===== config.mk =====
export PLATFORM = sky130hd
export DESIGN_NAME = dspwm_timer
export DESIGN_NICKNAME = d
export VERILOG_FILES = /design/src/rtl/dspwm_pkg.sv /design/src/rtl/dspwm_counter.sv /design/src/rtl/dspwm_channel.sv /design/src/rtl/dspwm_flags.sv /design/src/rtl/dspwm_timer.sv
export SDC_FILE = /design/constraint.sdc
export NUM_CORES = 1
export LEC_CHECK = 0
export CAP_MARGIN = 40
export CORE_ASPECT_RATIO = 1.75
export CORE_MARGIN = 8
export CORE_UTILIZATION = 30
export CTS_BUF_LIST = sky130_fd_sc_hd__clkbuf_2
export CTS_CLUSTER_SIZE = 16
export DETAILED_ROUTE_END_ITERATION = 10
export DONT_BUFFER_PORTS = 1
export MAX_ROUTING_LAYER = met4
export PLACE_DENSITY = 0.54
export SLEW_MARGIN = 20
export SYNTH_ARGS = -nofsm -noshare
export SYNTH_HDL_FRONTEND = slang
export SYNTH_HIERARCHICAL = 1
export SYNTH_SLANG_ARGS = --single-unit

===== constraint.sdc =====
create_clock -name clk -period 5.3 [get_ports clk]
set_input_delay 1.06 -clock clk [delete_from_list [all_inputs] [get_ports clk]]
set_output_delay 1.06 -clock clk [all_outputs]
set_load 0.02 [all_outputs]

===== src/rtl/dspwm_pkg.sv =====
package dspwm_pkg;

    localparam int CNT_W      = 16;
    localparam int CH_DEFAULT = 3;

    // flag vector layout
    localparam int FLG_OVF    = 0;
    localparam int FLG_FIXTOP = 1;
    localparam int FLG_CMP0   = 2;

    typedef logic [CNT_W-1:0] cnt_t;

    typedef enum logic [1:0] {
        OM_OFF_A  = 2'd0,
        OM_OFF_B  = 2'd1,
        OM_NONINV = 2'd2,
        OM_INV    = 2'd3
    } out_mode_e;

    typedef struct packed {
        logic down;
        cnt_t value;
    } slope_state_t;

    // one step of the dual-slope sequence
    function automatic slope_state_t slope_next(slope_state_t cur, cnt_t top);
        slope_state_t nxt;
        nxt = cur;
        if (cur.value == '0) begin
            nxt.down  = 1'b0;
            nxt.value = (top == '0) ? '0 : cnt_t'(1);
        end else if (!cur.down && cur.value >= top) begin
            nxt.down  = 1'b1;
            nxt.value = cur.value - 1'b1;
        end else if (cur.down) begin
            nxt.value = cur.value - 1'b1;
        end else begin
            nxt.value = cur.value + 1'b1;
        end
        return nxt;
    endfunction

    // pin level taken on a compare match
    function automatic logic pin_on_match(out_mode_e m, logic down);
        return (m == OM_NONINV) ? down : ~down;
    endfunction

endpackage


===== src/rtl/dspwm_counter.sv =====
module dspwm_counter
    import dspwm_pkg::*;
(
    input  logic clk,
    input  logic rst,
    input  logic tick,
    input  logic top_sel,
    input  logic fix_we,
    input  cnt_t fix_wdata,
    input  cnt_t cmp_a,
    output cnt_t count,
    output logic count_down,
    output logic at_bottom,
    output logic at_top
);

    cnt_t         fix_q;
    cnt_t         top_val;
    slope_state_t st_q;

    always_comb top_val = top_sel ? cmp_a : fix_q;

    always_ff @(posedge clk) begin
        if (rst)         fix_q <= '0;
        else if (fix_we) fix_q <= fix_wdata;
    end

    always_ff @(posedge clk) begin
        if (rst)       st_q <= '0;
        else if (tick) st_q <= slope_next(st_q, top_val);
    end

    assign count      = st_q.value;
    assign count_down = st_q.down;
    assign at_bottom  = tick && (st_q.value == '0);
    assign at_top     = tick && !st_q.down && (st_q.value == top_val) && (st_q.value != '0);


    hold_no_tick_chk: assert property (@(posedge clk) disable iff (rst)
        !tick |=> $stable(st_q));


    top_reverse_chk: assert property (@(posedge clk) disable iff (rst)
        at_top |=> (count_down && count == $past(count) - 1'b1));


    bottom_restart_chk: assert property (@(posedge clk) disable iff (rst)
        (at_bottom && top_val != '0) |=> (count == cnt_t'(1) && !count_down));

endmodule


===== src/rtl/dspwm_channel.sv =====
module dspwm_channel
    import dspwm_pkg::*;
(
    input  logic       clk,
    input  logic       rst,
    input  logic       tick,
    input  cnt_t       count,
    input  logic       count_down,
    input  logic [1:0] mode_bits,
    input  logic       wr_en,
    input  cnt_t       wr_data,
    output cnt_t       cmp_live,
    output logic       hit,
    output logic       pin
);

    cnt_t      buf_q;
    cnt_t      act_q;
    logic      pin_q;
    logic      reload;
    out_mode_e mode;

    assign mode   = out_mode_e'(mode_bits);
    assign reload = tick && (count == '0);
    assign hit    = tick && (count == act_q);

    always_ff @(posedge clk) begin
        if (rst)        buf_q <= '0;
        else if (wr_en) buf_q <= wr_data;
    end

    always_ff @(posedge clk) begin
        if (rst)         act_q <= '0;
        else if (reload) act_q <= buf_q;
    end

    always_ff @(posedge clk) begin
        if (rst)                                     pin_q <= 1'b0;
        else if (mode == OM_OFF_A || mode == OM_OFF_B) pin_q <= 1'b0;
        else if (hit)                                pin_q <= pin_on_match(mode, count_down);
    end

    assign cmp_live = act_q;
    assign pin      = pin_q;


    live_hold_chk: assert property (@(posedge clk) disable iff (rst)
        !(tick && count == '0) |=> $stable(act_q));


    buffer_capture_chk: assert property (@(posedge clk) disable iff (rst)
        wr_en |=> (buf_q == $past(wr_data)));


    off_mode_chk: assert property (@(posedge clk) disable iff (rst)
        !mode_bits[1] |=> !pin_q);

endmodule


===== src/rtl/dspwm_flags.sv =====
module dspwm_flags #(
    parameter int N = 5
) (
    input  logic         clk,
    input  logic         rst,
    input  logic [N-1:0] set_ev,
    input  logic [N-1:0] clr_req,
    output logic [N-1:0] flags
);

    logic [N-1:0] flg_q;

    always_ff @(posedge clk) begin
        if (rst) flg_q <= '0;
        else     flg_q <= (flg_q & ~clr_req) | set_ev;
    end

    assign flags = flg_q;


    event_wins_chk: assert property (@(posedge clk) disable iff (rst)
        (|set_ev) |=> ((flg_q & $past(set_ev)) == $past(set_ev)));


    clear_takes_chk: assert property (@(posedge clk) disable iff (rst)
        (|(clr_req & ~set_ev)) |=> ((flg_q & $past(clr_req & ~set_ev)) == '0));

endmodule


===== src/rtl/dspwm_timer.sv =====
module dspwm_timer
    import dspwm_pkg::*;
#(
    parameter int NUM_CH = CH_DEFAULT
) (
    input  logic                  clk,
    input  logic                  rst,
    input  logic                  tick,
    input  logic                  top_sel,
    input  logic                  fix_we,
    input  logic [CNT_W-1:0]      fix_wdata,
    input  logic [NUM_CH-1:0]     cmp_we,
    input  logic [CNT_W-1:0]      cmp_wdata,
    input  logic [2*NUM_CH-1:0]   out_mode,
    input  logic [NUM_CH+1:0]     flag_clr,
    output logic [CNT_W-1:0]      count,
    output logic                  count_down,
    output logic [NUM_CH-1:0]     pwm_out,
    output logic [NUM_CH+1:0]     flags
);

    localparam int NF = NUM_CH + 2;

    cnt_t            cmp_live [NUM_CH];
    logic [NUM_CH-1:0] hit;
    logic            at_bottom;
    logic            at_top;
    logic [NF-1:0]   flag_ev;

    dspwm_counter u_cnt (
        .clk        (clk),
        .rst        (rst),
        .tick       (tick),
        .top_sel    (top_sel),
        .fix_we     (fix_we),
        .fix_wdata  (fix_wdata),
        .cmp_a      (cmp_live[0]),
        .count      (count),
        .count_down (count_down),
        .at_bottom  (at_bottom),
        .at_top     (at_top)
    );

    for (genvar g = 0; g < NUM_CH; g++) begin : g_ch
        dspwm_channel u_ch (
            .clk        (clk),
            .rst        (rst),
            .tick       (tick),
            .count      (count),
            .count_down (count_down),
            .mode_bits  (out_mode[2*g +: 2]),
            .wr_en      (cmp_we[g]),
            .wr_data    (cmp_wdata),
            .cmp_live   (cmp_live[g]),
            .hit        (hit[g]),
            .pin        (pwm_out[g])
        );
    end

    always_comb begin
        flag_ev             = '0;
        flag_ev[FLG_OVF]    = at_bottom;
        flag_ev[FLG_FIXTOP] = at_top && !top_sel;
        for (int i = 0; i < NUM_CH; i++) begin
            flag_ev[FLG_CMP0 + i] = hit[i];
        end
        flag_ev[FLG_CMP0] = hit[0] | (at_top && top_sel);
    end

    dspwm_flags #(.N(NF)) u_flg (
        .clk     (clk),
        .rst     (rst),
        .set_ev  (flag_ev),
        .clr_req (flag_clr),
        .flags   (flags)
    );


    ovf_flag_chk: assert property (@(posedge clk) disable iff (rst)
        at_bottom |=> flags[FLG_OVF]);


    top_route_chk: assert property (@(posedge clk) disable iff (rst)
        (at_top && !top_sel) |=> flags[FLG_FIXTOP]);


    top_cha_chk: assert property (@(posedge clk) disable iff (rst)
        (at_top && top_sel) |=> flags[FLG_CMP0]);

endmodule


# After elaboration in Yosys (flattened, before gate mapping)
# Cells that the tools add are included.
totals:
  in_bits: 51
  wordCells: 66
  out_inout_bits: 25
  regBits: 137
classes:
  n_reduce_logical: 26
  muxes: 9
  bitwise: 5
  add_sub_neg: 2
  n_lt_le_gt_ge: 1
  eq_ne: 10
op_table:
  columns: ["op", "n"]
  rows:
  - ["$eq A16 B16 Y1", 4]
  - ["$mux W16", 3]
  - ["$logic_not A16 Y1", 2]
  - ["$mux W17", 1]
  - ["$add A16 B1 Y16 const B", 1]
  - ["$ge A16 B16 Y1", 1]
  - ["$reduce_bool A16 Y1", 1]
  - ["$sub A16 B1 Y16 const B", 1]
  - ["$logic_and A1 B1 Y1", 10]
  - ["$eq A2 B1 Y1 const B", 3]
  - ["$eq A2 B2 Y1 const B", 3]
  - ["$logic_not A2 Y1", 3]
  - ["$reduce_or A2 Y1", 3]
  - ["$and A5 B5 Y5", 1]
  - ["$mux W1", 5]
  - ["$not A5 Y5", 1]
  - ["$or A5 B5 Y5", 1]
  - ["$logic_or A1 B1 Y1", 3]
  - ["$logic_not A1 Y1", 2]
  - ["$reduce_and A2 Y1", 1]
  - ["$reduce_bool A2 Y1", 1]
  - ["$not A1 Y1", 1]
  - ["$or A1 B1 Y1", 1]

# Logic depth before layout (Yosys ltp)
# Gate-level depths: netlist of the first run.
depth:
  depth_word: 7
  mapped_depth: 11

# Cells and area by module
# Netlist of the first run, hierarchy kept.
by_module_without_submodules:
  columns: ["mod", "cells_each", "seq_area_each_um2", "n_inst", "area_per_inst_um2"]
  rows:
  - ["dspwm_channel", 137, 660.6, 3, 1432.6]
  - ["dspwm_counter", 296, 660.6, 1, 2453.6]
  - ["dspwm_flags", 20, 100.1, 1, 175.2]
  - ["dspwm_timer", 2, 0.0, 1, 13.8]

# Least setup slack after synthesis of the first run
# No wires, ideal clock.
synth_timing:
  kind: "in2reg"
  start: "input top_sel"
  end: "register u_cnt.st_q (netlist bit u_cnt/count[5])"
  t_arrival_ps: 3497
  t_required_ps: 5185
  n_path_buf: 2
  slack_ps: 1688
  cell_stages: 10
  path_cell_list: "clkbuf_1 mux2i_1 inv_1 ha_1 and4_1 o31ai_1 clkbuf_1 a31oi_1 o21ai_0 a21bo_2"
synth_between:
  elab_chain_cells: 5
synth_lines:
  columns: ["item", "line", "rtl"]
  rows:
  - ["from (decl)", "dspwm_timer.sv:9", "input logic top_sel,"]
  - ["$mux W16", "dspwm_counter.sv:21", "always_comb top_val = top_sel ? cmp_a : fix_q;"]
  - ["$ge A16 B16 Y1", "dspwm_pkg.sv:32", "end else if (!cur.down && cur.value >= top) begin"]
  - ["$logic_and A1 B1 Y1", "dspwm_pkg.sv:32", null]
  - ["$mux W16", "dspwm_pkg.sv:32", null]
  - ["$mux W17", "dspwm_pkg.sv:29", "if (cur.value == '0) begin"]
  - ["to (signal assigned)", "dspwm_counter.sv:30", "else if (tick) st_q <= slope_next(st_q, top_val);"]
  - ["to (decl)", "dspwm_counter.sv:19", "slope_state_t st_q;"]
# Every way passes these cells.
# A chain may end at the register's enable or synchronous reset.

# Final worst setup path of the first run
layout_timing:
  start: "register u_cnt.st_q (netlist bit u_cnt/count[8])"
  end: "register u_cnt.st_q (netlist bit u_cnt/count[14])"
layout_between:
  elab_chain_cells: 4
  elab_cells_between_ends: 8
  classes_between: "add/sub: 2; order compare: 1; mux: 3; reduce/logical: 2"
layout_lines:
  columns: ["item", "line", "rtl"]
  rows:
  - ["$add A16 B1 Y16 (tied with other cells)", "dspwm_pkg.sv:38", "nxt.value = cur.value + 1'b1;"]
  - ["$mux W16 or $logic_and A1 B1 Y1 (tied branches)", "dspwm_pkg.sv:35, dspwm_pkg.sv:32", null]
  - ["$mux W16", "dspwm_pkg.sv:32", null]
  - ["$mux W17 (*)", "dspwm_pkg.sv:29", null]
# Mark *: on every way between the ends. The rest lies on a longest branch, timed or not.

==> run metrics, run 1 <==
number of global-route vias before repair around 5300; PwrDens ~440 nW/um^2; Startpoint Class flop; Die Footprint approximately 28000 um^2; Final Wtd Congestion about 0.94; HPWL after detailed placement 15700 um; Yosys warning count 6; crit share post-route 58.3%; CP max stage delay 590 ps; number of library cell types mapped by synthesis 57; width of the chip ~130 um; via/cell ratio 5.20; setup ws final 2210 ps; RSZ-0062 raised after global routing false; Syn Area/Cell between 9 and 10 um^2; Clock Skew around 46 ps; Final Power between 3000 and 4000 uW; Longest Clk Path Bufs 2; cell chain of the critical path buf_4 -> ha_1 -> nand4_1 -> nor4_1 -> o31a_1 -> nor3_1 -> buf_2 -> a31oi_1 -> mux2_2; total grt overflow 0; CP Capture Point u_cnt/count[14]; Root Buffer clkbuf_2; cell taking the most area after synthesis dfxtp_1; Max Cap Viol 0; worst r2r dst u_cnt/count[14]; final setup vio count 0; # clock sinks 137; Detailed Route WL approximately 22000 um; H-tree depth 4; first-pass GRT wire length about 33000 um; vias 5450; Hold Crit Depth 1; CP required slightly below 6000 ps; Final Critical Period 3090 ps; placed cell areas about 7300 um^2; Final Max Slew Viols 0; TritonCTS buffer count 17; P_leak 0.00309 uW; syn_nets ~800; CTS tree done; RR Startpoint u_cnt/count[8]; status finished clean; clock transition at the registers of the reported paths 230 ps; Syn Inst Count 729; synth top area cells dfxtp_1 (40%), mux2i_1 (19%), nor2_1 (5.6%), xnor2_1 (4.3%), ha_1 (3.2%); Chip Height 217 um; endpoints failing hold 0; Critical-path top delay cell dfxtp_1; Reg2Reg Setup Slack ~2200 ps; largest net degree at the start of global routing between 100 and 150; share of layout cells above drive strength 1 13.5%; #FFs+latches synth approximately 140; GR Util All Layers 16.0%; clk_lat worst skew 720 ps; relative slew slack around two fifths; ys flop type dfxtp_1; postcts setup bufs 0; post-route cell area 7590 um^2; Peak Freq between 300 and 400 MHz; Worst R2R Path Depth 9; worst hold slack 376 ps; initial core utilization between 30% and 40%; Worst EP arrival between 3000 and 4000 ps; routed len/inst between 20 and 25 um; Layout Nets just over 800; Least-Margin Pin Slew 881 ps; Synth-to-Final Area Change 9.34%; maximum vdd drop ~140 uV; Worst setup EP type flop; Post-CTS Resized 0; critical path buffer and inverter count 2; Post-synth EDFFs 0; drt initial violations approximately 480; share of the synthesized area in the top cell type between 30% and 40%; Levels on crit path 9; Synth async-reset ratio 0%; worst min path class in -> reg; Critical Path Source u_cnt/count[8]; cell row count 73; io pins 76; Crit Path Class reg -> reg; commonest non-fill, non-tap cell in the layout dfxtp_1; Fin Setup TNS 0 ps; post-route DRC violation count 0; Place WS around 1800 ps; sequential share of the synthesized area 39.5%; initial antenna violation count 1; cts-stage hold buffer count 0; Syn Std Cell Area between 6000 and 7000 um^2; core area 22700 um^2; top cell family by delay on the critical path simple AND/OR/NAND/NOR gates; Port-buffer cells 0; Antenna Violating Nets Remaining 0; crit-path max FO 13; commonest cells after routing, fill and taps aside dfxtp_1 (137), mux2i_1 (132), nor2_1 (103), xnor2_1 (34), nor2_2 (30); drt pass-1 iters 5
## per-stage QoR
stage	util, %	std cells
6_report	33.4	1049
3_3_place_gp	32.1	1016
2_1_floorplan	-	729
3_5_place_dp	32.2	1018
4_1_cts	33.4	1048
5_1_grt	33.4	1049
## cell families after synthesis
kind of cell	after synthesis	synth area share, %
fa+ha+maj	18	3.25
buf+inv	49	3.28
mux	134	19.4
simple gates	263	20.3
xor+xnor	56	7.07
compound gates	72	7.25
flops	137	39.5
## Yosys cell counts, drive strengths merged (17+ instances only)
cell    number
xnor2       34
mux2i      132
dfxtp      137
nor2       133
clkbuf      22
nor4        20
ha          18
nor3        17
xor2        22
nand4       22
## flip-flops by register name (all words and copies together) (netlist names)
| register | flops |
|---|---|
| u_cnt/count_down | 1 |
| u_cnt/count | 16 |
| g_ch.u_ch/pin | 3 |
| u_cnt/fix_q | 16 |
| u_flg/flags | 5 |
| g_ch.u_ch/cmp_live | 48 |
| g_ch.u_ch/buf_q | 48 |
## cell type report
cell class                      instances  area (um^2)
Inverter                               13         48.8
Fill cell                            2347        15200
Timing Repair Buffer                   25          183
Sequential cell                       137         2740
Tap cell                              300          375
Clock inverter                         11          171
Clock buffer                           19         95.1
Multi-Input combinational cell        543         3970
Antenna cell                            1         2.50
## how the worst min path moves through the flow
stage	from	end
after floorplan	u_cnt/fix_q[0]	u_cnt/fix_q[0]
after global placement	g_ch[1].u_ch/buf_q[4]	g_ch[1].u_ch/buf_q[4]
after detailed placement	g_ch[2].u_ch/buf_q[8]	g_ch[2].u_ch/buf_q[8]
after CTS	rst	u_flg/flags[0]
after global routing	rst	u_flg/flags[0]
final	rst	u_flg/flags[0]
## worst register-to-register path, stage by stage, from the launching register on
cell and delay, ps:
dfxtp_1 590, buf_4 350, ha_1 200, nand4_1 120, nor4_1 490, o31a_1 420, nor3_1 120, buf_2 210
a31oi_1 160, mux2_2 360
## metal layers
| layer | routed length, um | GRT usage, % |
|---|---|---|
| met5 | 0 | - |
| met4 | 1010 | 8.81 |
| met3 | 1390 | 4.33 |
| met2 | 11500 | 27.5 |
| met1 | 8100 | 16.0 |
## power breakdown
part | total [uW] | internal, uW | leakage, uW | switching [uW]
sequential | 1280 | 1150 | 0.00112 | 130
combinational | 1360 | 554 | 0.00181 | 803
clock | 713 | 311 | 0.000158 | 402
total | 3350 | 2020 | 0.00309 | 1330
No activity file was read; power rests on OpenSTA's default activity.
==> run 2, diff against run 1 <==
--- a/config.mk
+++ b/config.mk
@@ -14,7 +14,7 @@
 export DETAILED_ROUTE_END_ITERATION = 10
 export DONT_BUFFER_PORTS = 1
 export MAX_ROUTING_LAYER = met4
-export PLACE_DENSITY = 0.54
+export PLACE_DENSITY = 0.55
 export SLEW_MARGIN = 20
 export SYNTH_ARGS = -nofsm -noshare
 export SYNTH_HDL_FRONTEND = slang
==> constraint.sdc (replaced) <==
create_clock -name clk -period 2.53 [get_ports clk]
set_input_delay 0.506 -clock clk [delete_from_list [all_inputs] [get_ports clk]]
set_output_delay 0.506 -clock clk [all_outputs]
set_load 0.02 [all_outputs]
==> run metrics, run 2 (synthesis gave the netlist of run 1 again) <==
Crit Path Class reg -> reg; routed len/inst 20.6 um (-1.6%); Cell Count, Final, Fillers Out 1202 (+15%); placed cell areas 7800 um^2 (+6.6%); Synth-to-Final Area Change 32.8%; total placed cells including tap cells 1075 (+5.6%); relative slew slack 63.2% (+22 points); Critical-path top delay cell or4_4; initial core utilization 30.5% (unchanged); Peak Freq 400 MHz (+24%); Antenna Violating Nets Remaining 0 (unchanged); Die Footprint 28400 um^2 (unchanged); P_leak 0.00382 uW (+24%); first-pass GRT wire length 37100 um (+14%); endpoints failing hold 0 (unchanged); RR Startpoint u_cnt/count[8]; top cell family by delay on the critical path simple AND/OR/NAND/NOR gates; H-tree depth 4 (unchanged); share of layout cells above drive strength 1 22.2% (+8.7 points); CP max stage delay 530 ps (-60 ps); initial antenna violation count 2 (+1); post-route DRC violation count 0 (unchanged); maximum vdd drop 271 uV (+94%); # clock sinks 137 (unchanged); Layout Nets 956 (+19%); CP required 3180 ps (-2760 ps); Final Wtd Congestion 0.946 (about the same); crit-path max FO 2 (-11); status finished clean; Clock Skew 49.6 ps (+3.62 ps); RSZ-0062 raised after global routing true; vias 6184 (+13%); clk_lat worst skew 750 ps (+30 ps); Final Max Slew Viols 0 (unchanged); Worst Min Path Start out_mode[0]; HPWL after detailed placement 17300 um (+10%); Port-buffer cells 0 (unchanged); drt initial violations 366 (-23%); via/cell ratio 5.14 (-0.98%); cell row count 73 (unchanged); CP dominant cell by count or3_4; Worst setup EP type flop; commonest non-fill, non-tap cell in the layout dfxtp_1; Chip Height 217 um (unchanged); crit share post-route 98.8% (+40 points); drt pass-1 iters 5 (unchanged); Place WS -113 ps (-1860 ps); worst hold slack 73.9 ps (-302 ps); critical path buffer and inverter count 0 (-2); io pins 76 (unchanged); PwrDens 864 nW/um^2 (+95%); Worst EP arrival 3140 ps (-590 ps); cell chain of the critical path or4_4 -> or3_4 -> or2_1 -> or3_4 -> mux2i_4 -> mux2_4; CTS tree done; largest net degree at the start of global routing 111 (-17%); post-route cell area 9220 um^2 (+22%); worst min path class in -> reg; Longest Clk Path Bufs 2 (unchanged); Critical Path Source u_cnt/count[8]; clock transition at the registers of the reported paths 270 ps (+40 ps); Startpoint Class flop; commonest cells after routing, fill and taps aside dfxtp_1 (128), mux2i_1 (126), nor2_1 (103), dlygate4sd3_1 (88), buf_4 (80); Least-Margin Pin Slew 552 ps (-330 ps); total grt overflow 0 (unchanged); Max Cap Viol 0 (unchanged); Root Buffer clkbuf_2; number of global-route vias before repair 6252 (+18%); width of the chip 131 um (unchanged); core area 22700 um^2 (unchanged); Detailed Route WL 24800 um (+13%); Fin Setup TNS 0 ps (unchanged); final setup vio count 0 (unchanged); setup ws final 31.2 ps (-2180 ps); TritonCTS buffer count 17 (unchanged); Final Critical Period 2500 ps (-592 ps); GR Util All Layers 18.1% (+2.1 points)
## run 2: worst paths after layout
path	slack (ps)	endpoint	cells past startpoint
max	30	u_cnt/count[15]	6
min	70	g_ch[0].u_ch/pin	3
min reg2reg	500	g_ch[2].u_ch/cmp_live[3]	2
max reg2reg	30	u_cnt/count[15]	6
## run 2: worst reg2reg max path: cells and delay by family, from the launching register on
| kind | cells | cell delay, ps |
|---|---|---|
| flops | 1 | 400 |
| simple gates | 4 | 1510 |
| mux | 2 | 480 |
## run 2: layout make-up
cell class	count	area (um^2)
fill	2224	13500
multi-input combinational	543	4170
sequential	137	2760
timing repair buffer	175	1600
tap	300	375
clock inverter	15	184
clock buffer	17	85.1
inverter	13	48.8
antenna	2	5.00
## run 2: layer usage
| layer | global-route usage [%] | share of wire [%] |
|---|---|---|
| met1 | 17.3 | 36 |
| met2 | 32.2 | 53 |
| met3 | 3.70 | 5.0 |
| met4 | 11.4 | 6.1 |
| met5 | - | 0 |
## run 2: power breakdown
| group | switching (uW) | internal, uW | leakage (uW) |
|---|---|---|---|
| Clock | 957 | 500 | 0.000159 |
| Sequential | 251 | 2420 | 0.00112 |
| Combinational | 2060 | 1770 | 0.00253 |
## run 2: what timing repair did
action,CTS,global route
resized for setup,5,43
pin swaps,0,14
hold buffers,89,0
endpoints found under the hold margin,128,0
buffers inserted,0,3
setup endpoints to repair,1,15
## run 2: per-stage QoR
stage	total power [uW]	util, %
finish	7970	40.5
global route	8390	40.5
CTS	7760	39.6
detailed placement	6040	34.3
global placement	6000	34.3
floorplan	4880	-
